## src/rtl/bsc_pkt_pkg.sv

```systemverilog
package bsc_pkt_pkg;

    localparam int FRAME_BITS = 11;
    localparam int PRE_MIN    = 11;
    localparam int PRE_MAX    = 25;

    typedef enum logic [1:0] {
        SEG_IDLE  = 2'd0,
        SEG_PRE   = 2'd1,
        SEG_FRAME = 2'd2
    } seg_t;

    typedef struct packed {
        logic bound;   // bit boundary: always toggle
        logic mid;     // mid-bit point: toggle if bit is ONE
        logic clear;   // packet end: force unloaded level
        logic bit_val; // value of the bit being sent
    } line_evt_t;

    // Value of frame position idx (0 = start bit, 10 = stop bit) for byte d.
    function automatic logic frame_bit(input logic [7:0] d, input logic [3:0] idx);
        logic r;
        if (idx == 4'd0)       r = 1'b0;
        else if (idx <= 4'd8)  r = d[3'(idx - 4'd1)];
        else if (idx == 4'd9)  r = ~^d;
        else                   r = 1'b1;
        return r;
    endfunction

endpackage

```

## src/rtl/bsc_tick_gen.sv

```systemverilog
module bsc_tick_gen #(
    parameter int HALF_BIT_CLKS = 12500
) (
    input  logic clk,
    input  logic rst,
    input  logic run,
    output logic tick
);
    localparam int CNT_W = $clog2(HALF_BIT_CLKS + 1);
    localparam logic [CNT_W-1:0] LAST = CNT_W'(HALF_BIT_CLKS - 1);

    logic [CNT_W-1:0] cnt_q;

    always_ff @(posedge clk) begin
        if (rst || !run)       cnt_q <= '0;
        else if (cnt_q == LAST) cnt_q <= '0;
        else                   cnt_q <= cnt_q + 1'b1;
    end

    assign tick = run && (cnt_q == LAST);

    generate
        if (HALF_BIT_CLKS > 1) begin : g_spacing
            AST_TICK_SPACED: assert property (@(posedge clk) disable iff (rst)
                tick |=> !tick);
        end
    endgenerate

endmodule

```

## src/rtl/bsc_frame_seq.sv

```systemverilog
module bsc_frame_seq
    import bsc_pkt_pkg::*;
#(
    parameter int MAX_MSG = 8,
    parameter int PRE_LEN = 11
) (
    input  logic                         clk,
    input  logic                         rst,
    input  logic                         start,
    input  logic [7:0]                   header,
    input  logic [$clog2(MAX_MSG+1)-1:0] msg_len,
    input  logic [8*MAX_MSG-1:0]         msg_data,
    input  logic                         tick,
    output logic                         busy,
    output logic                         done,
    output line_evt_t                    evt
);
    localparam int LEN_W = $clog2(MAX_MSG + 1);
    localparam int IDX_W = $clog2(MAX_MSG + 2);
    localparam int PRE_W = $clog2(PRE_LEN + 1);

    seg_t               seg_q;
    logic               half_q;
    logic [PRE_W-1:0]   pre_q;
    logic [IDX_W-1:0]   byte_q;
    logic [3:0]         bit_q;
    logic [LEN_W-1:0]   len_q;
    logic [7:0]         hdr_q;
    logic [7:0]         sum_q;
    logic [8*MAX_MSG-1:0] msg_q;
    logic               done_q;

    logic               accept, end_bit, last, finish;
    logic [LEN_W-1:0]   len_eff;
    logic [7:0]         sum_in;
    logic [7:0]         cur_byte;
    logic [IDX_W-1:0]   sum_idx;

    initial begin
        AST_PRE_RANGE: assert (PRE_LEN >= PRE_MIN && PRE_LEN <= PRE_MAX);
    end

    assign accept  = start && (seg_q == SEG_IDLE);
    assign len_eff = (msg_len > LEN_W'(MAX_MSG)) ? LEN_W'(MAX_MSG) : msg_len;
    assign sum_idx = IDX_W'(len_q) + IDX_W'(1);

    always_comb begin
        sum_in = header;
        for (int i = 0; i < MAX_MSG; i++) begin
            if (LEN_W'(i) < len_eff) sum_in = sum_in ^ msg_data[8*i +: 8];
        end
    end

    always_comb begin
        cur_byte = hdr_q;
        for (int i = 0; i < MAX_MSG; i++) begin
            if (byte_q == IDX_W'(i + 1)) cur_byte = msg_q[8*i +: 8];
        end
        if (byte_q == sum_idx) cur_byte = sum_q;
    end

    assign end_bit = tick && half_q;
    assign last    = (seg_q == SEG_FRAME) && (bit_q == 4'(FRAME_BITS - 1)) && (byte_q == sum_idx);
    assign finish  = end_bit && last;

    always_ff @(posedge clk) begin
        if (rst) begin
            seg_q  <= SEG_IDLE;
            half_q <= 1'b0;
            pre_q  <= '0;
            byte_q <= '0;
            bit_q  <= '0;
            len_q  <= '0;
            hdr_q  <= '0;
            sum_q  <= '0;
            msg_q  <= '0;
            done_q <= 1'b0;
        end else begin
            done_q <= finish;
            if (accept) begin
                seg_q  <= SEG_PRE;
                half_q <= 1'b0;
                pre_q  <= '0;
                byte_q <= '0;
                bit_q  <= '0;
                len_q  <= len_eff;
                hdr_q  <= header;
                sum_q  <= sum_in;
                msg_q  <= msg_data;
            end else if (tick) begin
                half_q <= ~half_q;
                if (half_q) begin
                    if (seg_q == SEG_PRE) begin
                        if (pre_q == PRE_W'(PRE_LEN - 1)) begin
                            seg_q  <= SEG_FRAME;
                            byte_q <= '0;
                            bit_q  <= '0;
                        end else begin
                            pre_q <= pre_q + 1'b1;
                        end
                    end else if (seg_q == SEG_FRAME) begin
                        if (bit_q != 4'(FRAME_BITS - 1)) begin
                            bit_q <= bit_q + 4'd1;
                        end else if (last) begin
                            seg_q <= SEG_IDLE;
                        end else begin
                            byte_q <= byte_q + 1'b1;
                            bit_q  <= '0;
                        end
                    end
                end
            end
        end
    end

    assign busy        = (seg_q != SEG_IDLE);
    assign done        = done_q;
    assign evt.bound   = accept || (end_bit && !last);
    assign evt.mid     = tick && !half_q;
    assign evt.clear   = finish;
    assign evt.bit_val = (seg_q == SEG_PRE) ? 1'b1 : frame_bit(cur_byte, bit_q);

    AST_DONE_AFTER_BUSY: assert property (@(posedge clk) disable iff (rst)
        done |-> (!busy && $past(busy)));
    AST_HDR_HELD_WHILE_BUSY: assert property (@(posedge clk) disable iff (rst)
        (busy && start) |=> $stable(hdr_q) && $stable(len_q));

endmodule

```

## src/rtl/bsc_biphase_enc.sv

```systemverilog
module bsc_biphase_enc
    import bsc_pkt_pkg::*;
(
    input  logic      clk,
    input  logic      rst,
    input  line_evt_t evt,
    output logic      line
);
    logic line_q;

    always_ff @(posedge clk) begin
        if (rst || evt.clear)             line_q <= 1'b0;
        else if (evt.bound)               line_q <= ~line_q;
        else if (evt.mid && evt.bit_val)  line_q <= ~line_q;
    end

    assign line = line_q;

    AST_ZERO_NO_MID: assert property (@(posedge clk) disable iff (rst)
        (evt.mid && !evt.bit_val) |=> $stable(line_q));
    AST_ONE_MID_TOGGLE: assert property (@(posedge clk) disable iff (rst)
        (evt.mid && evt.bit_val) |=> (line_q != $past(line_q)));

endmodule

```

## src/rtl/bsc_pkt_tx.sv

```systemverilog
module bsc_pkt_tx
    import bsc_pkt_pkg::*;
#(
    parameter int HALF_BIT_CLKS = 12500,
    parameter int MAX_MSG       = 8,
    parameter int PRE_LEN       = 11
) (
    input  logic                         clk,
    input  logic                         rst,
    input  logic                         start,
    input  logic [7:0]                   header,
    input  logic [$clog2(MAX_MSG+1)-1:0] msg_len,
    input  logic [8*MAX_MSG-1:0]         msg_data,
    output logic                         mod_en,
    output logic                         busy,
    output logic                         done
);
    logic      tick;
    line_evt_t evt;

    bsc_tick_gen #(.HALF_BIT_CLKS(HALF_BIT_CLKS)) u_tick (
        .clk  (clk),
        .rst  (rst),
        .run  (busy),
        .tick (tick)
    );

    bsc_frame_seq #(.MAX_MSG(MAX_MSG), .PRE_LEN(PRE_LEN)) u_seq (
        .clk      (clk),
        .rst      (rst),
        .start    (start),
        .header   (header),
        .msg_len  (msg_len),
        .msg_data (msg_data),
        .tick     (tick),
        .busy     (busy),
        .done     (done),
        .evt      (evt)
    );

    bsc_biphase_enc u_enc (
        .clk  (clk),
        .rst  (rst),
        .evt  (evt),
        .line (mod_en)
    );

    AST_IDLE_UNLOADED: assert property (@(posedge clk) disable iff (rst)
        !busy |-> !mod_en);

endmodule

```

## config.mk

```make
export PLATFORM = sky130hd
export DESIGN_NAME = bsc_pkt_tx
export DESIGN_NICKNAME = d
export VERILOG_FILES = /design/src/rtl/bsc_pkt_pkg.sv /design/src/rtl/bsc_tick_gen.sv /design/src/rtl/bsc_frame_seq.sv /design/src/rtl/bsc_biphase_enc.sv /design/src/rtl/bsc_pkt_tx.sv
export SDC_FILE = /design/constraint.sdc
export NUM_CORES = 1
export LEC_CHECK = 0
export ABC_AREA = 1
export BUFFER_PORTS_ARGS = -buffer_cell sky130_fd_sc_hd__buf_4
export CAP_MARGIN = 20
export CORE_MARGIN = 4
export CORE_UTILIZATION = 53
export CTS_CLUSTER_DIAMETER = 120
export DETAILED_ROUTE_END_ITERATION = 8
export GPL_TIMING_DRIVEN = 0
export PLACE_DENSITY = 0.85
export SLEW_MARGIN = 40
export SYNTH_ARGS = -nofsm -noshare
export SYNTH_HDL_FRONTEND = slang
export SYNTH_SLANG_ARGS = --single-unit
```

## constraint.sdc

```tcl
create_clock -name clk -period 2.3 [get_ports clk]
set_input_delay 0.69 -clock clk [delete_from_list [all_inputs] [get_ports clk]]
set_output_delay 0.69 -clock clk [all_outputs]
set_load 0.01 [all_outputs]
```

After elaboration in Yosys (flattened, before gate mapping)
Index checks and enable logic that the tools add are counted.
{"block": "totals", "ff_bits": 115, "input_bits": 79, "output_inout_bits": 3, "word_cells": 139}
{"block": "op_classes", "add_sub_neg": 6, "magnitude_cmp": 11, "n_eq_ne": 22, "mux": 43, "n_bitwise": 11, "reduce_logical": 33}
{"cell": "$mux W8", "n": 17}
{"cell": "$xor A8 B8 Y8", "n": 8}
{"cell": "$mux W4", "n": 10}
{"cell": "$reduce_and A6 Y1", "n": 3}
{"cell": "$add A4 B1 Y4 const B", "n": 4}
{"cell": "$eq A4 B3 Y1 const B", "n": 4}
{"cell": "$eq A4 B4 Y1 const B", "n": 4}
{"cell": "$lt A3 B4 Y1 const A", "n": 4}
{"cell": "$add A14 B1 Y14 const B", "n": 1}
{"cell": "$eq A14 B14 Y1 const B", "n": 1}
{"cell": "$reduce_bool A2 Y1", "n": 6}
{"cell": "$mux W1", "n": 10}
{"cell": "$mux W2", "n": 5}
{"cell": "$logic_and A1 B1 Y1", "n": 9}
{"cell": "$eq A4 B2 Y1 const B", "n": 2}
{"cell": "$lt A1 B4 Y1 const A", "n": 2}
{"cell": "$lt A2 B4 Y1 const A", "n": 2}
{"cell": "$reduce_xnor A8 Y1", "n": 1}
{"cell": "$reduce_bool A3 Y1", "n": 2}
{"cell": "$reduce_and A5 Y1", "n": 1}
{"cell": "$eq A4 B1 Y1 const B", "n": 1}
{"cell": "$eq A4 B4 Y1", "n": 1}
{"cell": "$gt A4 B4 Y1 const B", "n": 1}
{"cell": "$le A4 B4 Y1 const B", "n": 1}
{"cell": "other kinds (18)", "n": 26}

Longest topological paths before layout
Gate-level depths: netlist of the first run.
{"block": "depth", "depth_word": 18, "depth_mapped": 29, "mapped_depth_nobuf": 28}

Hierarchy
A second synthesis of the first run with hierarchy kept.
{"block": "unflattened", "cells_unflattened": 1027, "area_unflattened_um2": 6920.4}
{"module": "bsc_frame_seq", "n_inst": 1, "cells_per_inst": 917, "area_per_inst_um2": 6138.4, "seq_area_each_um2": 2001.9}
{"module": "bsc_tick_gen", "n_inst": 1, "cells_per_inst": 101, "area_per_inst_um2": 724.4, "seq_area_each_um2": 280.3}
{"module": "bsc_biphase_enc", "n_inst": 1, "cells_per_inst": 9, "area_per_inst_um2": 57.6, "seq_area_each_um2": 20.0}

Worst setup path before layout of the first run
Ideal clock, no wire load.
{"block": "synth_timing", "kind": "input-to-reg", "start": "input msg_len[3]", "end": "register u_seq.sum_q[3]", "setup_ns": 0.116, "arrival_time_ns": 2.281, "required_time_ns": 2.184, "path_slack_ns": -0.097, "stages": 12, "path_buffers": 0, "path_cell_list": "nor2_1 clkinv_1 nor2_1 nand2_1 nand2_1 xor2_1 xor2_1 xnor2_1 xnor2_1 nand2_1 o211ai_1 inv_1"}
{"block": "synth_between", "elab_chain_cells": 18, "elab_cells_between_ends": 25, "classes_between": "9 x order compare; 9 x mux; 7 x bitwise"}
{"element": "start, declared", "line_no": "bsc_pkt_tx.sv:12", "text": "input logic [$clog2(MAX_MSG+1)-1:0] msg_len,"}
{"element": "$gt A4 B4 Y1", "line_no": "bsc_frame_seq.sv:44", "text": "assign len_eff = (msg_len > LEN_W'(MAX_MSG)) ? LEN_W'(MAX_MSG) : msg_len;"}
{"element": "$mux W4 (*)", "line_no": "bsc_frame_seq.sv:44"}
{"element": "$lt A1 B4 Y1", "line_no": "bsc_frame_seq.sv:50", "text": "if (LEN_W'(i) < len_eff) sum_in = sum_in ^ msg_data[8*i +: 8];"}
{"element": "$mux W8", "line_no": "bsc_frame_seq.sv:50"}
{"element": "$xor A8 B8 Y8", "line_no": "bsc_frame_seq.sv:50"}
{"element": "$mux W8", "line_no": "bsc_frame_seq.sv:50"}
{"element": "$xor A8 B8 Y8", "line_no": "bsc_frame_seq.sv:50"}
{"element": "$mux W8", "line_no": "bsc_frame_seq.sv:50"}
{"element": "[... 2 more ...]"}
{"element": "$xor A8 B8 Y8", "line_no": "bsc_frame_seq.sv:50"}
{"element": "$mux W8", "line_no": "bsc_frame_seq.sv:50"}
{"element": "$xor A8 B8 Y8", "line_no": "bsc_frame_seq.sv:50"}
{"element": "$mux W8", "line_no": "bsc_frame_seq.sv:50"}
{"element": "$xor A8 B8 Y8", "line_no": "bsc_frame_seq.sv:50"}
{"element": "$mux W8", "line_no": "bsc_frame_seq.sv:50"}
{"element": "$xor A8 B8 Y8", "line_no": "bsc_frame_seq.sv:50"}
{"element": "$mux W8 (*)", "line_no": "bsc_frame_seq.sv:50"}
{"element": "end signal, assigned", "line_no": "bsc_frame_seq.sv:88", "text": "sum_q <= sum_in;"}
{"element": "end, declared", "line_no": "bsc_frame_seq.sv:29", "text": "logic [7:0] sum_q;"}
Mark *: on every way between the ends. The rest lies on a longest branch, timed or not.
A chain may end at the register's enable or synchronous reset.

Worst setup path in the final report of the first run
{"block": "layout_timing", "start": "register u_seq.byte_q[1]", "end": "register u_enc.line_q, in the netlist u_enc.line"}
{"block": "layout_between", "elab_chain_cells": 17, "elab_cells_between_ends": 34, "classes_between": "9 x eq/ne; 16 x mux; 9 x reduce/logical"}
{"element": "start, declared", "line_no": "bsc_frame_seq.sv:25", "text": "logic [IDX_W-1:0] byte_q;"}
{"element": "start signal, assigned", "line_no": "bsc_frame_seq.sv:107", "text": "byte_q <= byte_q + 1'b1;"}
{"element": "$eq A4 B1 Y1", "line_no": "bsc_frame_seq.sv:57", "text": "if (byte_q == IDX_W'(i + 1)) cur_byte = msg_q[8*i +: 8];"}
{"element": "$mux W8 (8 in a row)", "line_no": "bsc_frame_seq.sv:57"}
{"element": "$mux W8", "line_no": "bsc_frame_seq.sv:59", "text": "if (byte_q == sum_idx) cur_byte = sum_q;"}
{"element": "$bmux W1 S3 or $reduce_xnor A8 Y1 (tied branches)", "line_no": "bsc_pkt_pkg.sv:24, bsc_pkt_pkg.sv:25"}
{"element": "$mux W1 (on tied branches)", "line_no": "bsc_pkt_pkg.sv:24, bsc_pkt_pkg.sv:25"}
{"element": "$mux W1", "line_no": "bsc_pkt_pkg.sv:24", "text": "else if (idx <= 4'd8) r = d[3'(idx - 4'd1)];"}
{"element": "$mux W1", "line_no": "bsc_pkt_pkg.sv:23", "text": "if (idx == 4'd0) r = 1'b0;"}
{"element": "$mux W1", "line_no": "bsc_frame_seq.sv:121", "text": "assign evt.bit_val = (seg_q == SEG_PRE) ? 1'b1 : frame_bit(cur_byte, bit_q);"}
{"element": "$logic_and A1 B1 Y1", "line_no": "bsc_biphase_enc.sv:14", "text": "else if (evt.mid && evt.bit_val) line_q <= ~line_q;"}
{"element": "$reduce_bool A2 Y1 (no source line)"}
{"element": "end signal, assigned", "line_no": "bsc_biphase_enc.sv:13", "text": "else if (evt.bound) line_q <= ~line_q;"}
{"element": "end signal, assigned", "line_no": "bsc_biphase_enc.sv:14"}
{"element": "end, declared", "line_no": "bsc_biphase_enc.sv:9", "text": "logic line_q;"}
Parallel ways exist; a longest one is shown, timed or not. The select of a mux whose other input is x is not followed.

==> results_dict.tcl, run 1 <==
set metrics [dict create \
    synth_common_cells "nand2_1 (231), inv_1 (141), dfxtp_1 (115), o21ai_0 (106), a21oi_1 (95)" \
    synth_cell_types 34 \
    clock_skew_ns 0.007339 \
    via_per_inst 5.991 \
    die_w_um 119.5 \
    cts_tree "yes" \
    gr-usage-all-layers_pct 30.62 \
    holdWs_ns 0.4484 \
    synth_compound_area_share_pct 17.26 \
    grt_max_degree 17 \
    synth-xor-area-share_pct 8.903 \
    ys_warn_count 0 \
    antenna_found_initial 0 \
    io_pins 82 \
    grt_pass1_vias 6904 \
    clock.fmax_ghz 0.3652 \
    wl_per_cell_um 18.92 \
    yosysSeqAreaShare_pct 34.93 \
    drive_above_1_share_pct 25.04 \
    synth_area_leaders "dfxtp_1 (35%), nand2_1 (13%), o21ai_0 (8.0%)" \
    ys.flop_type "dfxtp_1" \
    drtAntennaViolNets 0 \
    synth-edff-count 0 \
    setup_tns_ns -0.4596 \
    grt_overflow_total 0 \
    rrSetupSlack_ns -0.44 \
    sw_frac_of_total_pct 27.90 \
    routabilityCongestion 0.9888 \
    holdPathStages 1 \
    yosysMostFrequentCell "nand2_1" \
    finalHoldViolCount 0 \
    clk_latency_ns 0.42 \
    r2r_end "u_enc.line" \
    fin_crit_sh_pct 119.1 \
    period_minus_slack_ns 2.738 \
    vias 7824 \
    min_to "u_tick.cnt_q[0]" \
    synth_top_family_by_area "simple AND/OR/NAND/NOR gates" \
    p_switching_mw 1.765 \
    place_hpwl_um 14830 \
    n_antenna_cell 0 \
    fin_ws_ns -0.4384 \
    grt_setup_unrepaired "true" \
    crit_type "reg2reg" \
    syn_nets 1097 \
    ys_seq_elements 115 \
    status "complete, but fails checks" \
    yosysTopAreaCell "dfxtp_1" \
    drt_iter0_drc 1168 \
    hold_class "reg2reg" \
    synth_top_area_share_pct 34.93 \
    violations "negative setup slack" \
    cts-htree-levels 4 \
    drcViolationCount 0 \
    cts.path.max_buffers 2 \
    synthSimpleGateAreaFrac_pct 25.25 \
    critPathMaxFanout 8 \
    p_clk_share_pct 46.7 \
    relSlewSlack_pct 49.26 \
    initial_utilization_pct 54.42 \
    postSynthAreaPerCell_um2 6.578 \
    grt_pass1_wl_um 34650 \
    reg2reg_depth 27 \
    layout.nets 1220 \
    drv_slew 0 \
    r2r_start "u_seq.byte_q[1]" \
    netlist_instances 1002 \
    power.leakage_nw 3.911 \
    arrival_ns 3.09 \
    start_kind "flip-flop" \
    synth_area_um2 6591 \
    post-route-util_pct 73.88 \
    wl_um 24710 \
    firstDrtPassIters 7 \
    die_area_um2 14290 \
    maxCapViolCount 0 \
    peakVddDrop_uv 529.5 \
    cp-end-kind "flip-flop" \
    hp-start "u_tick.cnt_q[0]" \
    area_delta_synth_final_pct 35.76 \
    comb_power_share_pct 18.6 \
    synth_fa_ha_area_share_pct 3.037 \
    pwr-share-seq_pct 34.7 \
    synth_mux_area_share_pct 0 \
    num_rows 40 \
    core_um2 12110 \
    power.density_nw_per_um2 707.1 \
    cts_root_buf "clkbuf_16" \
    dieHeight_um 119.5 \
    p_int_mw 4.562 \
    clk_pin_slew_ns 0.05 \
    clock_sinks 115 \
    worstPathRequired_ns 2.65 \
    async_flop_share_pct 0 \
    tightest_slew_ns 0.7553 \
    setup_viol 2 \
    cts_made_buffers 17 \
    port-buffer-count 81 \
]
-- power groups by stage --
| stage | Sequential, mW | Clock [mW] | Combinational, mW |
|---|---|---|---|
| after detailed placement | 2.23 | 0 | 0.980 |
| final | 2.20 | 2.95 | 1.18 |
| after CTS | 2.19 | 2.92 | 1.02 |
| after global routing | 2.20 | 3.02 | 1.24 |
| after floorplan | 2.21 | 0 | 0.645 |
| after global placement | 2.23 | 0 | 0.962 |
-- per-stage QoR --
step | worst slack (ns) | total power, mW | cell area [um^2] | std cells
2_1_floorplan | 0.004063 | 2.858 | 6623 | 1002
3_3_place_gp | -0.5101 | 3.187 | 7441 | 1251
3_5_place_dp | -0.5477 | 3.209 | 7441 | 1251
4_1_cts | -0.2353 | 6.126 | 8542 | 1295
5_1_grt | -0.5466 | 6.469 | 8949 | 1306
6_report | -0.4384 | 6.328 | 8949 | 1306
-- area by class of cell --
class,instances,area [um^2]
clock inverter,11,180.2
inverter,150,588.1
buffer,33,192.7
tap,168,210.2
multi-input combinational,705,4192
clock buffer,21,470.5
timing repair buffer,103,795.8
fill,812,3163
sequential,115,2320
-- flip-flops by register name, summed over array words and instances (netlist names) --
register      count
u_enc.line        1
u_seq.half_q      1
u_seq.hdr_q       8
u_seq.msg_q      64
u_tick.cnt_q     14
u_seq.pre_q       4
u_seq.done        1
u_seq.bit_q       4
u_seq.seg_q       2
u_seq.byte_q      4
u_seq.sum_q       8
u_seq.len_q       4
-- placed cells by master, fill, tap and decap left out, types with 3 or more instances in the layout --
| cell | n |
|---|---|
| a211oi_1 | 4 |
| a21oi_1 | 90 |
| a21oi_2 | 3 |
| a21oi_4 | 3 |
| buf_4 | 97 |
| buf_6 | 8 |
| bufinv_16 | 5 |
| clkbuf_1 | 20 |
| clkbuf_16 | 17 |
| clkbuf_2 | 6 |
| clkbuf_8 | 3 |
| clkinv_2 | 8 |
| dfxtp_1 | 109 |
| dfxtp_4 | 4 |
| ha_1 | 11 |
| ha_4 | 5 |
| inv_1 | 130 |
| inv_2 | 10 |
| inv_4 | 3 |
| inv_6 | 3 |
| nand2_1 | 182 |
| nand2_2 | 44 |
| nand2_4 | 6 |
| nand3_1 | 32 |
| nand3_2 | 27 |
| nand3_4 | 6 |
| nand4_1 | 8 |
| nor2_1 | 69 |
| nor2_2 | 3 |
| nor2_4 | 9 |
| nor3_1 | 9 |
| o211ai_1 | 7 |
| o21ai_0 | 102 |
| o21ai_1 | 5 |
| xnor2_1 | 26 |
| xor2_1 | 39 |
-- worst max-delay path by stage --
stage / from / to / slack [ns] / cells past startpoint
after floorplan: u_seq.len_q[1] / u_enc.line / 0.004 / 23
after global placement: u_seq.byte_q[0] / u_enc.line / -0.51 / 27
after detailed placement: u_seq.byte_q[0] / u_enc.line / -0.55 / 27
after CTS: u_seq.byte_q[1] / u_enc.line / -0.24 / 27
after global routing: u_seq.byte_q[1] / u_enc.line / -0.55 / 27
final: u_seq.byte_q[1] / u_enc.line / -0.44 / 27
-- cell families after synthesis --
group / count (synthesis)
compound gates: 219
simple gates: 402
buf+inv: 183
fa+ha+maj: 16
flops: 115
xor+xnor: 67
-- routing by layer --
| layer | track usage (%) | part of all wire, % |
|---|---|---|
| met1 | 38.91 | 36 |
| met2 | 48.62 | 45 |
| met3 | 7.587 | 12 |
| met4 | 14.96 | 6.6 |
| met5 | 0 | 0 |
-- critical path, cell delays in order, from the launching register on --
cell     delay, ns
dfxtp_4       0.37
inv_6         0.08
ha_4          0.15
buf_8         0.14
nand2_8       0.10
nand2_4       0.07
nand3_2       0.09
nand3_2       0.09
nand3_2       0.09
nand2_2       0.10
nand2_1       0.06
nand2_1       0.09
nand2_1       0.06
nand2_1       0.09
nand2_2       0.09
nand2_2       0.12
nand2_1       0.06
o21ai_1       0.09
nand2_1       0.09
nand3_2       0.08
nand3_2       0.07
nand2_1       0.07
inv_1         0.05
nand2_1       0.08
nand2_2       0.07
nand2_2       0.07
nand2_2       0.05
a21oi_2       0.09
-- what timing repair did --
item                       4_1_cts  5_1_grt
cloned                           2        2
pin swaps                       34       47
resized for setup               93      101
hold buffers                     0        0
setup buffers                   10        9
setup endpoints to repair       14       82
(Power assumes the default switching activity.)
==> run 2, diff against run 1 <==
CELL_PAD_IN_SITES_DETAIL_PLACEMENT = 0   (was unset)
CELL_PAD_IN_SITES_GLOBAL_PLACEMENT = 1   (was unset)
CORE_UTILIZATION = 37   (was 53)
PLACE_DENSITY = 0.84   (was 0.85)
==> results_dict.tcl, run 2 (synthesized netlist as in run 1, its figures left out) <==
set metrics [dict create \
    status "complete, but fails checks" \
    violations "negative setup slack" \
    multi_input_area_um2 4105 \
    regArea_um2 2315 \
    maxCapViolCount 0 \
    io_pins 82 \
    clock.fmax_ghz 0.3801 \
    clk_latency_ns 0.42 \
    grt_max_degree 17 \
    die_area_um2 20010 \
    drv_slew 0 \
    vias 6934 \
    top_register "u_seq.msg_q" \
    grt_pass1_wl_um 33770 \
    drcViolationCount 0 \
    cts.path.max_buffers 2 \
    num_rows 48 \
    via_per_inst 5.072 \
    slowest_stage "dfxtp_4" \
    fin_area_um2 8971 \
    finalHoldViolCount 0 \
    n_antenna_cell 0 \
    arrival_ns 2.99 \
    power_mw 6.209 \
    mostFrequentLayoutCells "nand2_1 (184), inv_1 (131), dfxtp_1 (111)" \
    cpMostUsedCell "nand2_1" \
    cts_tree "yes" \
    hold_class "reg2reg" \
    fin_crit_sh_pct 114.4 \
    core_um2 17360 \
    cp_slowest_stage_delay_ns 0.37 \
    nFillCells 1714 \
    power.leakage_nw 3.903 \
    grt_overflow_total 0 \
    relSlewSlack_pct 51.47 \
    wl_per_cell_um 16.36 \
    worstPathRequired_ns 2.66 \
    routabilityCongestion 0.9152 \
    drive_above_1_share_pct 23.64 \
    cts-htree-levels 4 \
    antenna_found_initial 0 \
    firstDrtPassIters 5 \
    crit_type "reg2reg" \
    clock_skew_ns 0.008393 \
    startpoint "u_seq.byte_q[1]" \
    wl_um 22360 \
    port-buffer-count 81 \
    cp-end-kind "flip-flop" \
    drt_iter0_drc 624 \
    clock_sinks 115 \
    dieHeight_um 141.5 \
    clk_pin_slew_ns 0.06 \
    hp-start "u_tick.cnt_q[0]" \
    setup_viol 1 \
    largest_reg_flops 64 \
    layout.nets 1225 \
    area_delta_synth_final_pct 36.10 \
    period_minus_slack_ns 2.631 \
    tightest_slew_ns 0.7224 \
    power.density_nw_per_um2 692.2 \
    drtAntennaViolNets 0 \
    fin_ws_ns -0.3309 \
    place_hpwl_um 16400 \
    start_kind "flip-flop" \
    cts_root_buf "clkbuf_16" \
    r2r_start "u_seq.byte_q[1]" \
    cts_made_buffers 17 \
    peakVddDrop_uv 579.6 \
    critPathMaxFanout 8 \
    grt_setup_unrepaired "true" \
    largestRegisters "u_seq.msg_q: 64 flops, u_tick.cnt_q: 14 flops" \
    layout_commonest_cell "nand2_1" \
    initial_utilization_pct 37.98 \
    post-route-util_pct 51.69 \
    die_w_um 141.5 \
    grt_pass1_vias 6493 \
    dpl_cell_area_um2 7512 \
    cts_hold_buf 0 \
    gr-usage-all-layers_pct 21.69 \
]
[run 2: cell count changes in the layout (fill, tap and decap cells not counted), sizes merged]
| cell | delta |
|---|---|
| bufinv | -1 |
| clkinv | -5 |
| clkinvlp | +3 |
| buf | +3 |
| clkbuf | +4 |
[run 2: routing by layer]
metal | share of wire (%) | up-vias | track usage (%) | routed length, um
met5 | 0 | - | 0 | 0
met4 | 2.3 | 0 | 8.485 | 524
met2 | 44 | 242 | 32.83 | 9951
met3 | 7.1 | 33 | 4.550 | 1590
li1 | - | 3458 | - | -
met1 | 46 | 3201 | 30.29 | 10300
[run 2: area by class of cell]
cell class / count / share of cell area [%]
Multi-Input combinational cell: 705 / 45.76
Sequential cell: 115 / 25.80
Timing Repair Buffer: 108 / 9.540
Inverter: 150 / 6.569
Clock buffer: 23 / 5.439
Tap cell: 225 / 3.138
Buffer: 33 / 2.092
Clock inverter: 8 / 1.660
[run 2: through the flow]
stage | TNS (ns) | std cells | hold slack [ns] | setup WS (ns)
2_1_floorplan | 0 | 1002 | 0.4175 | 0.004063
3_3_place_gp | -6.899 | 1308 | 0.4308 | -0.6309
3_5_place_dp | -6.668 | 1308 | 0.4388 | -0.6758
4_1_cts | -0.2741 | 1352 | 0.4508 | -0.2741
5_1_grt | -0.9124 | 1367 | 0.4760 | -0.5259
6_report | -0.3309 | 1367 | 0.4469 | -0.3309
[run 2: final timing paths]
| path | to | slack, ns | cells past startpoint |
|---|---|---|---|
| worst min-delay path | u_tick.cnt_q[0] | 0.45 | 1 |
| worst max register to register | u_enc.line | -0.33 | 28 |
| worst min register to register | u_tick.cnt_q[0] | 0.45 | 1 |
| worst max-delay path | u_enc.line | -0.33 | 28 |
[run 2: timing repair]
item	4_1_cts	5_1_grt
cloned	3	2
hold endpoints to repair	0	0
setup buffers	10	13
gates resized for setup	76	94
setup endpoints to repair	19	39
pin swaps	19	47
[run 2: where the power goes]
| part | internal [mW] | switching, mW | total, mW |
|---|---|---|---|
| Combinational | 0.440 | 0.693 | 1.13 |
| Sequential | 2.13 | 0.0538 | 2.18 |
| Clock | 1.92 | 0.971 | 2.89 |
| Total | 4.49 | 1.72 | 6.21 |
[run 2: critical path, delay by kind of cell, from the launching register on]
family / cells / cell delay (ns)
adder cells (fa/ha/maj): 1 / 0.17
AO/OA/AOI/OAI: 1 / 0.12
buffers and inverters: 3 / 0.23
AND/OR/NAND/NOR: 23 / 1.69
flip-flops: 1 / 0.37
